<file path="src/rtl/rrseq_pkg.sv">
package rrseq_pkg;

  // Default geometry shared by every level of the sequencer.
  parameter int unsigned SEQ_N_CH   = 8;
  parameter int unsigned SEQ_WORD_W = 16;
  parameter int unsigned SEQ_DATA_W = 12;

  typedef enum logic [0:0] {
    ST_IDLE = 1'b0,
    ST_SEND = 1'b1
  } seq_state_e;

endpackage

</file>
<file path="src/rtl/rrseq_table.sv">
module rrseq_table #(
  parameter int unsigned N_CH   = rrseq_pkg::SEQ_N_CH,
  parameter int unsigned WORD_W = rrseq_pkg::SEQ_WORD_W,
  localparam int unsigned AW    = $clog2(N_CH)
) (
  input  logic              clk_i,
  input  logic              rst_ni,
  input  logic              wr_en_i,
  input  logic [AW-1:0]     wr_addr_i,
  input  logic [WORD_W-1:0] wr_data_i,
  input  logic [AW-1:0]     rd_idx_i,
  output logic [WORD_W-1:0] rd_data_o
);

  logic [WORD_W-1:0] mem_q [N_CH];
  logic [N_CH-1:0]   wr_hit;

  // Per-entry clock enables.
  always_comb begin
    for (int e = 0; e < N_CH; e++) begin
      wr_hit[e] = wr_en_i && (wr_addr_i == AW'(e));
    end
  end

  always_ff @(posedge clk_i or negedge rst_ni) begin
    if (!rst_ni) begin
      for (int e = 0; e < N_CH; e++) begin
        mem_q[e] <= '0;
      end
    end else begin
      for (int e = 0; e < N_CH; e++) begin
        if (wr_hit[e]) begin
          mem_q[e] <= wr_data_i;
        end
      end
    end
  end

  assign rd_data_o = mem_q[rd_idx_i];

endmodule

</file>
<file path="src/rtl/rrseq_fmt.sv">
module rrseq_fmt #(
  parameter int unsigned N_CH   = rrseq_pkg::SEQ_N_CH,
  parameter int unsigned WORD_W = rrseq_pkg::SEQ_WORD_W,
  parameter int unsigned DATA_W = rrseq_pkg::SEQ_DATA_W,
  parameter bit          BCD_EN = 1'b1,
  localparam int unsigned AW    = $clog2(N_CH)
) (
  input  logic [WORD_W-1:0] raw_i,
  input  logic [AW-1:0]     idx_i,
  input  logic              bcd_mode_i,
  output logic [WORD_W-1:0] word_o,
  output logic              err_o
);

  localparam int unsigned DIGITS = WORD_W / 4;
  localparam logic [WORD_W-1:0] DATA_MASK = WORD_W'((1 << DATA_W) - 1);
  localparam logic [WORD_W-1:0] EN_BIT    = WORD_W'(1) << (WORD_W - 1);

  logic [WORD_W-1:0] conv_w;
  logic              bad_w;
  logic [WORD_W-1:0] sel_w;
  logic [WORD_W-1:0] masked_w;

  generate
    if (BCD_EN) begin : g_bcd
      logic [WORD_W-1:0] acc;
      logic [3:0]        nib;
      logic              bad;
      // Horner evaluation: most significant digit first.
      always_comb begin
        acc = '0;
        bad = 1'b0;
        nib = '0;
        for (int d = DIGITS - 1; d >= 0; d--) begin
          nib = raw_i[d*4 +: 4];
          bad = bad | (nib > 4'd9);
          acc = WORD_W'(acc * WORD_W'(10)) + WORD_W'(nib);
        end
      end
      assign conv_w = acc;
      assign bad_w  = bcd_mode_i && bad;
    end else begin : g_bin
      assign conv_w = raw_i;
      assign bad_w  = 1'b0;
    end
  endgenerate

  always_comb begin
    if (bcd_mode_i && BCD_EN) begin
      sel_w = bad_w ? '0 : conv_w;
    end else begin
      sel_w = raw_i;
    end
    masked_w = sel_w & DATA_MASK;
    word_o   = EN_BIT | (WORD_W'(idx_i) << DATA_W) | masked_w;
    err_o    = bad_w;
  end

endmodule

</file>
<file path="src/rtl/rrseq_ctrl.sv">
module rrseq_ctrl
  import rrseq_pkg::*;
#(
  parameter int unsigned N_CH   = rrseq_pkg::SEQ_N_CH,
  parameter int unsigned WORD_W = rrseq_pkg::SEQ_WORD_W,
  parameter int unsigned DATA_W = rrseq_pkg::SEQ_DATA_W,
  localparam int unsigned AW    = $clog2(N_CH)
) (
  input  logic              clk_i,
  input  logic              rst_ni,
  input  logic              tick_i,
  input  logic              burst_i,
  input  logic              ready_i,
  input  logic [WORD_W-1:0] fmt_word_i,
  input  logic              fmt_err_i,
  output logic [AW-1:0]     rd_idx_o,
  output logic              valid_o,
  output logic [WORD_W-1:0] word_o,
  output logic              err_o
);

  function automatic logic [AW-1:0] f_enc(input logic [N_CH-1:0] oh);
    logic [AW-1:0] r;
    r = '0;
    for (int i = 0; i < N_CH; i++) begin
      if (oh[i]) r = r | AW'(i);
    end
    return r;
  endfunction

  seq_state_e        st_q, st_d;
  logic [N_CH-1:0]   ptr_q, ptr_d, ptr_cur, ptr_nxt, ptr_sel;
  logic [AW-1:0]     left_q, left_d;
  logic [WORD_W-1:0] word_q;
  logic              err_q;
  logic              accept, start, chain, load, ptr_en, left_en;

  // Next-state logic
  always_comb begin
    ptr_cur = $onehot(ptr_q) ? ptr_q : N_CH'(1);
    ptr_nxt = {ptr_cur[N_CH-2:0], ptr_cur[N_CH-1]};
    accept  = (st_q == ST_SEND) && ready_i;
    start   = (st_q == ST_IDLE) && tick_i;
    chain   = accept && (left_q != '0);
    load    = start || chain;
    ptr_sel = accept ? ptr_nxt : ptr_cur;

    st_d   = st_q;
    left_d = left_q;
    if (start) begin
      st_d   = ST_SEND;
      left_d = burst_i ? AW'(N_CH - 1) : '0;
    end else if (accept) begin
      if (left_q == '0) st_d = ST_IDLE;
      else              left_d = left_q - AW'(1);
    end
    left_en = start || chain;

    ptr_d  = accept ? ptr_nxt : ptr_cur;
    ptr_en = accept || !$onehot(ptr_q);
  end

  assign rd_idx_o = f_enc(ptr_sel);

  // Registers
  always_ff @(posedge clk_i or negedge rst_ni) begin
    if (!rst_ni) begin
      st_q <= ST_IDLE;
    end else begin
      st_q <= st_d;
    end
  end

  always_ff @(posedge clk_i or negedge rst_ni) begin
    if (!rst_ni) begin
      ptr_q <= N_CH'(1);
    end else if (ptr_en) begin
      ptr_q <= ptr_d;
    end
  end

  always_ff @(posedge clk_i or negedge rst_ni) begin
    if (!rst_ni) begin
      left_q <= '0;
    end else if (left_en) begin
      left_q <= left_d;
    end
  end

  always_ff @(posedge clk_i or negedge rst_ni) begin
    if (!rst_ni) begin
      word_q <= '0;
      err_q  <= 1'b0;
    end else if (load) begin
      word_q <= fmt_word_i;
      err_q  <= fmt_err_i;
    end
  end

  assign valid_o = (st_q == ST_SEND);
  assign word_o  = word_q;
  assign err_o   = err_q;


  hold_stable_chk: assert property (@(posedge clk_i) disable iff (!rst_ni)
    (valid_o && !ready_i) |=> (valid_o && $stable(word_o) && $stable(err_o) && $stable(ptr_q)));


  field_match_chk: assert property (@(posedge clk_i) disable iff (!rst_ni)
    valid_o |-> (word_o[WORD_W-1] && (word_o[DATA_W +: AW] == f_enc(ptr_q))));


  ptr_onehot_chk: assert property (@(posedge clk_i) disable iff (!rst_ni)
    $onehot(ptr_q));


  advance_on_accept_chk: assert property (@(posedge clk_i) disable iff (!rst_ni)
    (valid_o && ready_i) |=> (ptr_q != $past(ptr_q)));


  start_from_tick_chk: assert property (@(posedge clk_i) disable iff (!rst_ni)
    $rose(valid_o) |-> $past(tick_i));


  err_zero_sample_chk: assert property (@(posedge clk_i) disable iff (!rst_ni)
    (valid_o && err_o) |-> (word_o[DATA_W-1:0] == '0));


  burst_busy_chk: assert property (@(posedge clk_i) disable iff (!rst_ni)
    (left_q != '0) |-> valid_o);

endmodule

</file>
<file path="src/rtl/rrseq_top.sv">
module rrseq_top #(
  parameter int unsigned N_CH   = rrseq_pkg::SEQ_N_CH,
  parameter int unsigned WORD_W = rrseq_pkg::SEQ_WORD_W,
  parameter int unsigned DATA_W = rrseq_pkg::SEQ_DATA_W,
  parameter bit          BCD_EN = 1'b1,
  localparam int unsigned AW    = $clog2(N_CH)
) (
  input  logic              clk_i,
  input  logic              rst_ni,
  input  logic              tick_i,
  input  logic              burst_i,
  input  logic              bcd_mode_i,
  input  logic              wr_en_i,
  input  logic [AW-1:0]     wr_addr_i,
  input  logic [WORD_W-1:0] wr_data_i,
  input  logic              cmd_ready_i,
  output logic              cmd_valid_o,
  output logic [WORD_W-1:0] cmd_word_o,
  output logic              cmd_err_o
);

  logic [1:0]        rst_sync_q;
  logic              rst_n_int;
  logic [AW-1:0]     rd_idx;
  logic [WORD_W-1:0] rd_data;
  logic [WORD_W-1:0] fmt_word;
  logic              fmt_err;

  // Asynchronous assertion, synchronous release.
  always_ff @(posedge clk_i or negedge rst_ni) begin
    if (!rst_ni) begin
      rst_sync_q <= '0;
    end else begin
      rst_sync_q <= {rst_sync_q[0], 1'b1};
    end
  end
  assign rst_n_int = rst_sync_q[1];

  rrseq_table #(
    .N_CH   (N_CH),
    .WORD_W (WORD_W)
  ) u_table (
    .clk_i     (clk_i),
    .rst_ni    (rst_n_int),
    .wr_en_i   (wr_en_i),
    .wr_addr_i (wr_addr_i),
    .wr_data_i (wr_data_i),
    .rd_idx_i  (rd_idx),
    .rd_data_o (rd_data)
  );

  rrseq_fmt #(
    .N_CH   (N_CH),
    .WORD_W (WORD_W),
    .DATA_W (DATA_W),
    .BCD_EN (BCD_EN)
  ) u_fmt (
    .raw_i      (rd_data),
    .idx_i      (rd_idx),
    .bcd_mode_i (bcd_mode_i),
    .word_o     (fmt_word),
    .err_o      (fmt_err)
  );

  rrseq_ctrl #(
    .N_CH   (N_CH),
    .WORD_W (WORD_W),
    .DATA_W (DATA_W)
  ) u_ctrl (
    .clk_i      (clk_i),
    .rst_ni     (rst_n_int),
    .tick_i     (tick_i),
    .burst_i    (burst_i),
    .ready_i    (cmd_ready_i),
    .fmt_word_i (fmt_word),
    .fmt_err_i  (fmt_err),
    .rd_idx_o   (rd_idx),
    .valid_o    (cmd_valid_o),
    .word_o     (cmd_word_o),
    .err_o      (cmd_err_o)
  );

endmodule

</file>
<file path="config.mk">
export PLATFORM = sky130hd
export DESIGN_NAME = rrseq_top
export DESIGN_NICKNAME = d
export VERILOG_FILES = /design/src/rtl/rrseq_pkg.sv /design/src/rtl/rrseq_table.sv /design/src/rtl/rrseq_fmt.sv /design/src/rtl/rrseq_ctrl.sv /design/src/rtl/rrseq_top.sv
export SDC_FILE = /design/constraint.sdc
export NUM_CORES = 1
export LEC_CHECK = 0
export BUFFER_PORTS_ARGS = -buffer_cell sky130_fd_sc_hd__buf_2
export CAP_MARGIN = 10
export CORE_MARGIN = 1.5
export CORE_UTILIZATION = 35
export DETAILED_ROUTE_END_ITERATION = 6
export SYNTH_ARGS = -nofsm -noshare
export SYNTH_HDL_FRONTEND = slang
export SYNTH_SLANG_ARGS = --single-unit
</file>
<file path="constraint.sdc">
create_clock -name clk_i -period 4.88 [get_ports clk_i]
set_input_delay 1.22 -clock clk_i [delete_from_list [all_inputs] [get_ports clk_i]]
set_output_delay 1.22 -clock clk_i [all_outputs]
set_load 0.1 [all_outputs]
</file>
# ---- After elaboration in Yosys (flattened, before gate mapping)
# Index checks and enable logic that the tools add are counted.
dict set report totals {
  input_bits 26
  word_cells 91
  register_bits 159
  output_inout_bits 18
}
dict set report op_classes {
  n_bitwise 6
  eq_ne 9
  n_addsub 11
  n_mux 21
  reduce_logical 22
  multipliers 3
  n_lt_le_gt_ge 5
}
# op count
set op_table {}
lappend op_table {{$bmux W16 S3} 1}
lappend op_table {{$add A16 B4 Y16} 2}
lappend op_table {{$mux W16} 2}
lappend op_table {{$mux W12} 2}
lappend op_table {{$mux W3} 8}
lappend op_table {{$gt A4 B4 Y1 const B} 4}
lappend op_table {{$mul A16 B3 Y11 const B} 1}
lappend op_table {{$mul A16 B3 Y15 const B} 1}
lappend op_table {{$mux W8} 2}
lappend op_table {{$or A16 B12 Y16} 1}
lappend op_table {{$add A12 B4 Y12} 1}
lappend op_table {{$eq A3 B3 Y1 const B} 4}
lappend op_table {{$logic_and A1 B1 Y1} 12}
lappend op_table {{$add A1 B1 Y2} 4}
lappend op_table {{$add A4 B4 Y4} 2}
lappend op_table {{$mul A4 B3 Y7 const B} 1}
lappend op_table {{$eq A3 B2 Y1 const B} 2}
lappend op_table {{$logic_not A3 Y1} 2}
lappend op_table {{$add A2 B4 Y4} 1}
lappend op_table {{$eq A4 B1 Y1 const B} 1}
lappend op_table {{$ge A4 B4 Y1 const B} 1}
lappend op_table {{$mux W1} 4}
lappend op_table {{$mux W2} 2}
lappend op_table {{$not A3 Y4} 1}
lappend op_table {{11 further kinds} 15}

# ---- Depth between registers and ports, before layout
dict set report logic_depth {
  ltp_word 26
  depth_mapped 36
  ltp_nobuf 33
}

# ---- Cells and area by module
# From an unflattened synthesis, not the netlist that was laid out.
dict set report hier_totals {
  hier_cells 675
  hier_area_um2 9128.8
}
# module area_each_um2 seq_area_each_um2 instances cells_each
set modules_own_cells {}
lappend modules_own_cells {rrseq_table 5929.4 3203.1 1 336}
lappend modules_own_cells {rrseq_fmt 1685.4 0.0 1 207}
lappend modules_own_cells {rrseq_ctrl 1460.2 726.9 1 129}
lappend modules_own_cells {rrseq_top 53.8 50.0 1 3}

# ---- Worst setup path before layout
# OpenSTA, ideal clock, no wires.
dict set report synth_path {
  path_type {register to register}
  start {register u_ctrl.ptr_q[6]}
  end {register u_ctrl.word_q[11] (netlist: u_ctrl.word_o[11])}
  path_buffers 2
  setup_ns 0.118
  period_less_slack_ns 8.687
  required_ns 4.762
  path_slack_ns -3.807
  stages_incl_launch_ff 34
  arrival_time_ns 8.569
  path_cell_list {dfrtp_1 > ha_1 > fa_1 > inv_1 > fa_1 > fa_1 > or4b_4 > o31a_1 > o21ai_2 > buf_6 > buf_6 > and3_1 > a211oi_1 > nor4_2 > ha_1 > ha_1 > fa_1 > nand2_1 > nor2_1 > xnor2_1 > xnor2_1 > ha_1 > ha_1 > xor2_1 > xor2_1 > ha_1 > ha_1 > o21ai_0 > o21bai_1 > a21oi_1 > xor2_1 > xnor3_1 > xor2_1 > a21o_1}
}
dict set report synth_between {
  elab_chain_cells 26
  elab_cells_between_ends 34
  classes_between {6 x add/sub; 3 x mul; 4 x order compare; 1 x eq/ne; 14 x mux; 5 x bitwise; 1 x reduce/logical}
}
# item line_no
set synth_lines {}
lappend synth_lines {{from (decl)} rrseq_ctrl.sv:32} ;# logic [N_CH-1:0] ptr_q, ptr_d, ptr_cur, ptr_nxt, ptr_sel;
lappend synth_lines {{from (signal assigned)} rrseq_ctrl.sv:78} ;# ptr_q <= ptr_d;
lappend synth_lines {{$add A1 B1 Y2 (implied by the code)} rrseq_ctrl.sv:40} ;# ptr_cur = $onehot(ptr_q) ? ptr_q : N_CH'(1);
lappend synth_lines {{$add A4 B4 Y4 (implied by the code) (2 in series)} rrseq_ctrl.sv:40}
lappend synth_lines {{$eq A4 B1 Y1} rrseq_ctrl.sv:40}
lappend synth_lines {{$mux W8 (*)} rrseq_ctrl.sv:40}
lappend synth_lines {{$mux W8 (*)} rrseq_ctrl.sv:46} ;# ptr_sel = accept ? ptr_nxt : ptr_cur;
lappend synth_lines {{$mux W1} rrseq_ctrl.sv:26} ;# if (oh[i]) r = r | AW'(i);
lappend synth_lines {{$mux W2 (2 in series)} rrseq_ctrl.sv:26}
lappend synth_lines {{$mux W3 (3 in series)} rrseq_ctrl.sv:26}
lappend synth_lines {{(+6 left out)} --}
lappend synth_lines {{$add A16 B4 Y16} rrseq_fmt.sv:37} ;# acc = WORD_W'(acc * WORD_W'(10)) + WORD_W'(nib);
lappend synth_lines {{$mul A16 B3 Y15} rrseq_fmt.sv:37}
lappend synth_lines {{$add A16 B4 Y16} rrseq_fmt.sv:37}
lappend synth_lines {{$mul A16 B3 Y11} rrseq_fmt.sv:37}
lappend synth_lines {{$add A12 B4 Y12} rrseq_fmt.sv:37}
lappend synth_lines {{$mux W12} rrseq_fmt.sv:50} ;# sel_w = bad_w ? '0 : conv_w;
lappend synth_lines {{$mux W12 (*)} rrseq_fmt.sv:49} ;# if (bcd_mode_i && BCD_EN) begin
lappend synth_lines {{$or A16 B12 Y16 (*)} rrseq_fmt.sv:55} ;# word_o = EN_BIT | (WORD_W'(idx_i) << DATA_W) | masked_w;
lappend synth_lines {{to (signal assigned)} rrseq_ctrl.sv:95} ;# word_q <= fmt_word_i;
lappend synth_lines {{to (decl)} rrseq_ctrl.sv:34} ;# logic [WORD_W-1:0] word_q;
# Every way passes the cells marked *; elsewhere a longest branch is shown, timed or not. The select of a mux whose other input is x is not followed.
# A chain may end at the register's enable or synchronous reset.

# ---- Final worst setup path
dict set report layout_path {
  start {register u_ctrl.ptr_q[4]}
  end {register u_ctrl.word_q[11] (netlist: u_ctrl.word_o[11])}
}
# Same word-level chain as after synthesis.

==> flow_summary.ini <==
[finish]
finalNonFillerCells = 1322
fin_area_sq_um = 12500
areaGrowthSynthToFinish_pct = 38.6
fin_nets = 1062
final_cell_mix = dfrtp_1 (157), buf_4 (137), mux2_2 (133)
drive_above_1_share = 0.528
fillers = 2206
layout_commonest_cell = dfrtp_1

[placement]
port_buffers = 43
place_area_sq_um = 10900
dp_cells = 1253
gp_congestion = 0.843
place_hpwl_mm = 16.1

[worst_setup_path]
timing.rr.start = u_ctrl.ptr_q[4]
critical_path_class = flip-flop to flip-flop
crit_top_cell = ha_1
worst_setup_path_end_kind = flip-flop
crit_required_ps = 5200
cp_max_fo = 7
cp.arrival_ps = 8970
slowest_delay_ps = 600
startpoint_type = flip-flop
regToRegEndpoint = u_ctrl.word_o[11]
rrSetupSlack_ps = -3770
ff2ff_path_depth = 34
slowest_stage = fa_2

[synthesis]
ys_seq_area_frac = 0.440
synthArstFlopShare = 1.00
synth_cell_type_count = 61
synth_simple_gate_area_share = 0.108
synth.net_count = 864
netlist_area_sq_um = 9040
synth_ff_type = dfrtp_1
synth_top_family_by_area = multiplexers
synth_compound_area_frac = 0.110
synthCells = 781
synth_edf_count = 0
ys_ff_latch = 159
synth_adder_area_share = 0.0872
ys.warnings.count = 0
post_synth.cell_area_avg_sq_um = 11.6
synth_xor_area_frac = 0.0335
synthMuxAreaShare = 0.189

[sta]
drv_slew = 0
grt_setup_unrepaired = yes
layout_min_cycle_time_ps = 8650
setup_viol = 13
hold_violations = 0
relSlewSlack = 0.429
worst_slack_ps = -3770
post-route-period-util = 1.77
finClkSkew_ps = 6.41
max_freq_ghz = 0.116
tightestPinTransition_ps = 856

[min_path]
hold_depth = 0
hold_path_class = flip-flop to flip-flop
hold_start = rst_sync_q[0]
min_to = rst_sync_q[1]

[route]
wl_met2_mm = 11.8
top_layer = met4
met1_length_mm = 10.9
drtAntennaViolNets = 0
routed_wl_mm = 24.0
drc = 0
vias = 6856
avgRoutedWirePerCell_um = 18.1
wl_met3_um = 806
viasPerCell = 5.19
drt-initial-drc-count = 350
dr.pass1.iters = 4

[clocking]
cts_tree = yes
clock-root-buffer = clkbuf_16
clk_latency_ps = 430
path_clk_slew_ps = 70
htree_levels = 4
cts_sinks = 159
cts_hold_buffers = 0
clockBufferDepth = 2
cts_inserted_buffers = 17

[grt]
antenna_found_initial = 1
grt_pass1_vias = 7052
grt_first_pass_wirelength_mm = 38.2
grt_remaining_overflow = 0
grt_max_degree = 158
grt_util_all_layers = 0.185

[floorplanning]
die_y_um = 164
core_area_sq_um = 25300
die_w_um = 164
dieArea_sq_um = 26800
io_pins = 44
rows = 58
start_util = 0.358

[run_status]
violations = setup timing
outcome = finished, violations left

[run]
max_cap_viol_count = 0
stage by stage:
stage | setup WS (ps) | TNS (ps) | hold WS (ps) | util
global route | -4040 | -30320 | 373 | 0.496
floorplan | -3490 | -21750 | 331 | -
detailed placement | -3840 | -28700 | 337 | 0.433
finish | -3770 | -27490 | 349 | 0.496
global placement | -3720 | -27670 | 338 | 0.433
CTS | -3680 | -25690 | 352 | 0.481
cell families after synthesis:
| logic type | after synthesis |
|---|---|
| buffers and inverters | 60 |
| AO/OA/AOI/OAI | 142 |
| XOR/XNOR | 33 |
| other | 1 |
| flip-flops | 159 |
| multiplexers | 154 |
| AND/OR/NAND/NOR | 175 |
| adder cells (fa/ha/maj) | 57 |
layout make-up:
type,count,area [sq um],area share
clock buffer,20,447,0.0356
clock inverter,11,181,0.0145
inverter,24,90.1,0.00719
timing repair buffer,215,1680,0.134
multi-input combinational,562,5740,0.458
sequential,159,3980,0.318
antenna,1,2.50,0.000200
tap,330,413,0.0329
routing by layer:
layer	global-route usage	up-vias
li1	-	3230
met3	0.0308	32
met4	0.0554	0
met1	0.243	3483
met2	0.311	111
met5	0	-
registers in the layout, indices dropped and copies added, names as in the netlist:
register        count
u_ctrl.word_o      16
u_ctrl.ptr_q        8
u_ctrl.valid_o      1
u_ctrl.err_o        1
u_table.mem_q     128
rst_sync_q          2
u_ctrl.left_q       3
Yosys cell counts (all sizes together) (2+ instances only):
| cell type | count | area share |
|---|---|---|
| a211oi | 23 | 0.019 |
| a21boi | 2 | 0.0017 |
| a21o | 13 | 0.011 |
| a21oi | 39 | 0.023 |
| a22o | 12 | 0.012 |
| a31o | 16 | 0.015 |
| and2 | 4 | 0.0028 |
| and3 | 24 | 0.017 |
| buf | 14 | 0.012 |
| clkbuf | 22 | 0.0091 |
| dfrtp | 158 | 0.44 |
| fa | 10 | 0.022 |
| ha | 47 | 0.065 |
| inv | 24 | 0.010 |
| mux2 | 135 | 0.17 |
| mux2i | 19 | 0.021 |
| nand2 | 62 | 0.026 |
| nand2b | 4 | 0.0028 |
| nand3 | 25 | 0.014 |
| nand4 | 2 | 0.0014 |
| nand4b | 4 | 0.0039 |
| nor2 | 17 | 0.0082 |
| nor2b | 4 | 0.0028 |
| nor3 | 8 | 0.0050 |
| nor3b | 4 | 0.0033 |
| nor4 | 11 | 0.015 |
| o211ai | 2 | 0.0017 |
| o21a | 3 | 0.0025 |
| o21ai | 23 | 0.014 |
| o21bai | 2 | 0.0017 |
| xnor2 | 21 | 0.020 |
| xor2 | 11 | 0.011 |
how the worst max path moves through the flow:
stage | startpoint | endpoint | slack (ps)
after global placement | u_ctrl.ptr_q[5] | u_ctrl.word_o[11] | -3720
after CTS | u_ctrl.ptr_q[5] | u_ctrl.word_o[11] | -3680
after floorplan | u_ctrl.ptr_q[5] | u_ctrl.word_o[11] | -3490
after detailed placement | u_ctrl.ptr_q[5] | u_ctrl.word_o[11] | -3840
final | u_ctrl.ptr_q[4] | u_ctrl.word_o[11] | -3770
after global routing | u_ctrl.ptr_q[4] | u_ctrl.word_o[11] | -4040
critical path: cells and delay by family (launching register included):
kind	cells	cell delay (ps)
AOI/OAI and AO/OA	5	780
buffers and inverters	4	460
and+or+nand+nor	7	1580
adders and majority gates	11	3940
DFF	1	390
xor gates and xnor gates	7	1400
timing repair:
action	in CTS	in global routing
pin swaps	43	67
setup buffers	25	18
endpoints found under the setup margin	13	13
gates resized for setup	78	54
Power is not shown: default switching activity piles up to over one toggle a cycle in this logic, so the estimate is an artifact.
